**config.mk**
```make
export PLATFORM = sky130hd
export DESIGN_NAME = gce_track
export DESIGN_NICKNAME = d
export VERILOG_FILES = /design/src/rtl/gce_pkg.sv /design/src/rtl/gce_track.sv
export SDC_FILE = /design/constraint.sdc
export NUM_CORES = 1
export LEC_CHECK = 0
export CORE_AREA = 2 2 39 41
export DETAILED_ROUTE_END_ITERATION = 10
export DIE_AREA = 0 0 41 43
export PLACE_DENSITY = 0.75
export SKIP_LAST_GASP = 1
export SLEW_MARGIN = 20
export SYNTH_ARGS = -nofsm -noshare
export SYNTH_HDL_FRONTEND = slang
export SYNTH_SLANG_ARGS = --single-unit
export TNS_END_PERCENT = 30
```
**constraint.sdc**
```tcl
create_clock -name clk -period 1.2 [get_ports clk]
set_input_delay 0.24 -clock clk [delete_from_list [all_inputs] [get_ports clk]]
set_output_delay 0.24 -clock clk [all_outputs]
set_load 0.01 [all_outputs]
```
**src/rtl/gce_pkg.sv**
```systemverilog
package gce_pkg;

   // running comparison state kept between bus reset and freeze
   typedef struct packed {
      logic seen;    // a reference value has been captured
      logic differ;  // some value differed from the reference
   } gce_track_t;

   localparam int GCE_MAX_W = 32;

endpackage

```
**src/rtl/gce_track.sv**
```systemverilog
module gce_track
   import gce_pkg::*;
#(
   parameter int W = 6
) (
   input  logic         clk,
   input  logic         rst_n,
   input  logic         clear_i,
   input  logic         hold_i,
   input  logic         vld_i,
   input  logic [W-1:0] gap_i,
   output logic [W-1:0] ref_nx_o,
   output gce_track_t   st_nx_o
);

   logic [W-1:0] ref_q;
   gce_track_t   st_q;

   always_comb begin
      ref_nx_o = ref_q;
      st_nx_o  = st_q;
      if (vld_i && !hold_i) begin
         if (!st_q.seen) begin
            ref_nx_o     = gap_i;
            st_nx_o.seen = 1'b1;
         end else if (gap_i != ref_q) begin
            st_nx_o.differ = 1'b1;
         end
      end
   end

   always_ff @(posedge clk or negedge rst_n) begin
      if (!rst_n) begin
         ref_q <= '0;
         st_q  <= '0;
      end else if (clear_i) begin
         ref_q <= '0;
         st_q  <= '0;
      end else begin
         ref_q <= ref_nx_o;
         st_q  <= st_nx_o;
      end
   end

endmodule

```
==> results.txt, run 1 <==
----------------------------------------------------
[Run status]
  Result of the run ... complete, but fails checks
  Violated checks ... negative setup slack

[STA]
  Aggregate negative setup slack ... -4.629 ns
  Worst-Margin Slew ... 0.3445 ns
  Worst clock skew on the final layout ... 0.0003139 ns
  Highest Clock Rate ... 591.4 MHz
  Crit path time final ... 1.691 ns
  Final critical-path share of the clock period ... 140.9%
  Hold slack ... 0.2540 ns
  RSZ-0062 raised after global routing ... yes
  Setup WS post-layout ... -0.4909 ns
  Final count of pins violating max slew ... 0
  Final hold violation count ... 0
  # setup viols final ... 15
  Relative slew margins ... 76.96%

[Layout]
  Final Core Density ... 51.18%
  Area used by multi-input combinational logic ... 260.3 µm²
  Fraction of layout cells with a size suffix above 1 ... 37.29%
  Filler Cells Inserted ... 140
  Final instance area ... 708.2 µm²
  Count of nets after finishing ... 72
  Register area ... 200.2 µm²
  Layout overhead on the synthesized area ... 64.06%
  Number of standard cells in the layout, taps in and fillers out ... 75
  Diode insertion count for antenna repair ... 0

[Synthesis]
  Commonest cells in the synthesized netlist ... sky130_fd_sc_hd__dfrtp_1, sky130_fd_sc_hd__and2b_1, sky130_fd_sc_hd__mux2_2, sky130_fd_sc_hd__xor2_1
  Post-Synthesis Mean Instance Area ... 12.33 µm²
  Share of the yosys chip area belonging to registers ... 46.38%
  Number of storage elements in the synthesis netlist ... 8
  Post-synthesis instance area ... 431.7 µm²
  Cell with the most instances after synthesis ... sky130_fd_sc_hd__dfrtp_1
  Post-Synthesis Net Count ... 46
  Distinct cell type count after synthesis ... 11
  Most instantiated flip-flop cell in the synthesis netlist ... sky130_fd_sc_hd__dfrtp_1
  Yosys top cell by area ... sky130_fd_sc_hd__dfrtp_1
  Number of enable-type register cells in the synthesized netlist ... 0
  Share of the synthesized area in the top cell type ... 46.38%
  Yosys warnings ... 0
  Instance count of the mapped netlist ... 35
  Cell types occupying the most area after synthesis ... sky130_fd_sc_hd__dfrtp_1, sky130_fd_sc_hd__mux2_2, sky130_fd_sc_hd__xor2_1, sky130_fd_sc_hd__and2b_1, sky130_fd_sc_hd__nor3b_4
  Ys async rst share ... 100.0%

[Global routing]
  Vias in the first global route ... 338
  Overflow left after global routing ... 0
  Total global routing track utilization ... 13.45%
  Global-route wire length before repair ... 1504 µm
  Pin count of the biggest net entering global routing ... 9
  Number of antenna violations at the first check in global routing ... 0

[Clock network]
  # clock sinks ... 8
  Clock tree from TritonCTS ... yes
  CTS buffer count ... 3
  Clock latency reported for the late side of the worst-skew pair ... 0.25 ns
  Clock transition time at the flip-flop clock pins of the worst setup and hold paths ... 0.06 ns
  CTS Root Buffer Type ... sky130_fd_sc_hd__clkbuf_4
  # H-tree levels ... 1
  Bufs on Longest Clock Path ... 2

[Power]
  Part of the power in the clock network ... 30.5%
  Internal power ... 0.5122 mW
  Switching Fraction ... 25.71%
  Part of the total power dissipated in sequential elements ... 42.4%
  LEAKAGE ... 0.3618 nW
  Total power ... 0.6895 mW
  Net switching component of the power ... 0.1773 mW
  Combinational share of power ... 27.1%
  Total power divided by cell area ... 973.6 nW/µm²
  Worst IR drop on VDD ... 0.4131 mV

[Worst setup path]
  Maximum fanout count along the critical path ... 6
  Delay of the slowest cell on the worst path ... 0.40 ns
  Cell at the slowest stage of the critical path ... sky130_fd_sc_hd__dfrtp_1
  Cell Chain, Critical Path ... nor3b_4 -> buf_6 -> mux2_4 -> buf_6
  Nature of the critical path startpoint ... flip-flop
  Kind of critical path ... flip-flop to output pin
  Data arrival time of the critical path ... 1.45 ns
  Nature of the critical path endpoint ... output pin
  Data required time of the worst path ... 0.96 ns
  Most frequent cell on the critical path ... sky130_fd_sc_hd__buf_6
  CP top delay family ... flip-flops
  Bufs and invs on worst path ... 2

[Place]
  Half-perimeter wire length after detailed placement ... 609.1 µm
  # port buffers ... 18
  Place WS ... -0.9379 ns
  Cell count after placement ... 71
  Cell Area, Placed ... 646.9 µm²
  Global placer's final weighted congestion ... 0.7029

[Route]
  DR vias ... 356
  Detailed Route WL ... 979 µm
  DR pass1 iterations ... 1
  Routed WL per cell ... 13.05 µm
  Via density per instance ... 4.747
  DRT antenna net count ... 0
  DRC violation total after the first TritonRoute iteration ... 0
  Residual DRC ... 0

[Die]
  Initial cell density of the core ... 31.19%
  Placeable core area ... 1384 µm²
  I/O Pins ... 19
  Std cell rows ... 14
  Die boundary height ... 43 µm
  Horizontal extent of the die ... 41 µm
  DIE AREA ... 1763 µm²

[Hold path]
  Type of the tightest min-delay check ... input port to async pin

[Run]
  Number of maximum-capacitance violations ... 0

----------------------------------------------------
==> metal layers <==
layer,vias to the layer above,share of wire (%),global-route usage (%)
met1,170,42,17.43
met3,0,7.2,4.712
li1,171,-,-
met2,15,51,18.44
met4,0,0,8.000
met5,-,0,0
==> cell type report <==
| class | instances | share of cell area (%) |
|---|---|---|
| Tap cell | 16 | 2.827 |
| Timing Repair Buffer | 21 | 28.98 |
| Sequential cell | 8 | 28.27 |
| Clock buffer | 3 | 3.180 |
| Multi-Input combinational cell | 27 | 36.75 |
==> power by group through the flow <==
stage	Combinational [mW]	Sequential [mW]	Clock, mW
after global routing	0.200	0.293	0.241
after floorplan	0.0708	0.295	0
final	0.187	0.292	0.210
after CTS	0.188	0.292	0.215
after global placement	0.167	0.295	0
after detailed placement	0.168	0.296	0
==> sequential cells by signal, indices dropped and copies added, names as in the netlist <==
name / count
st_q: 2
ref_q: 6
==> cells by family after synthesis <==
family	synth area share, %
simple gates	21.74
flops	46.38
xor+xnor	12.17
mux	15.65
compound gates	4.059
==> worst reg2reg max path, cell delays in order, from the launching register on <==
cell	delay [ns]
sky130_fd_sc_hd__dfrtp_1	0.40
sky130_fd_sc_hd__nor3b_4	0.18
sky130_fd_sc_hd__buf_6	0.17
sky130_fd_sc_hd__mux2_4	0.32
sky130_fd_sc_hd__and2b_1	0.15
==> repair_timing <==
item	in CTS	in global routing
gates cloned	0	0
setup endpoints to repair	15	15
pin swaps	2	0
setup buffers	1	0
resized for setup	45	0
hold buffers	0	0
==> worst paths after layout <==
path	from	to	slack, ns	cells past startpoint
worst max register to register	st_q[1]$_DFF_PN0_	ref_q[2]$_DFF_PN0_	-0.13	4
worst min-delay path	rst_n	ref_q[3]$_DFF_PN0_	0.25	1
worst max-delay path	st_q[1]$_DFF_PN0_	ref_nx_o[2]	-0.49	4
max in group asynchronous	rst_n	st_q[1]$_DFF_PN0_	0.70	1
min in group clk	hold_i	st_q[0]$_DFF_PN0_	0.63	4
worst min register to register	ref_q[5]$_DFF_PN0_	ref_q[5]$_DFF_PN0_	0.66	2
==> cells in the final DEF (no fill, tap or decap) <==
cell | Yosys | routed
sky130_fd_sc_hd__buf_2 | 0 | 1
sky130_fd_sc_hd__xor2_1 | 6 | 6
sky130_fd_sc_hd__mux2_4 | 0 | 6
sky130_fd_sc_hd__nor3_1 | 1 | 1
sky130_fd_sc_hd__nor3b_4 | 1 | 1
sky130_fd_sc_hd__nor4_2 | 0 | 1
sky130_fd_sc_hd__buf_6 | 0 | 7
sky130_fd_sc_hd__a21oi_1 | 2 | 2
sky130_fd_sc_hd__or2_2 | 1 | 1
sky130_fd_sc_hd__clkdlybuf4s50_1 | 0 | 8
sky130_fd_sc_hd__a211oi_1 | 1 | 1
sky130_fd_sc_hd__dlygate4sd2_1 | 0 | 3
sky130_fd_sc_hd__nor2b_1 | 2 | 2
sky130_fd_sc_hd__clkbuf_4 | 0 | 3
sky130_fd_sc_hd__buf_4 | 0 | 2
sky130_fd_sc_hd__and2b_1 | 6 | 6
sky130_fd_sc_hd__dfrtp_1 | 8 | 8
(Power assumes the default switching activity.)
==> run 2: changes to the inputs <==
--- a/config.mk
+++ b/config.mk
@@ -10,7 +10,7 @@
 export DIE_AREA = 0 0 41 43
 export PLACE_DENSITY = 0.75
 export SKIP_LAST_GASP = 1
-export SLEW_MARGIN = 20
+export SLEW_MARGIN = 10
 export SYNTH_ARGS = -nofsm -noshare
 export SYNTH_HDL_FRONTEND = slang
 export SYNTH_SLANG_ARGS = --single-unit
==> results of run 2 <==
The final DEF is identical to that of run 1; final timing and power are the same.
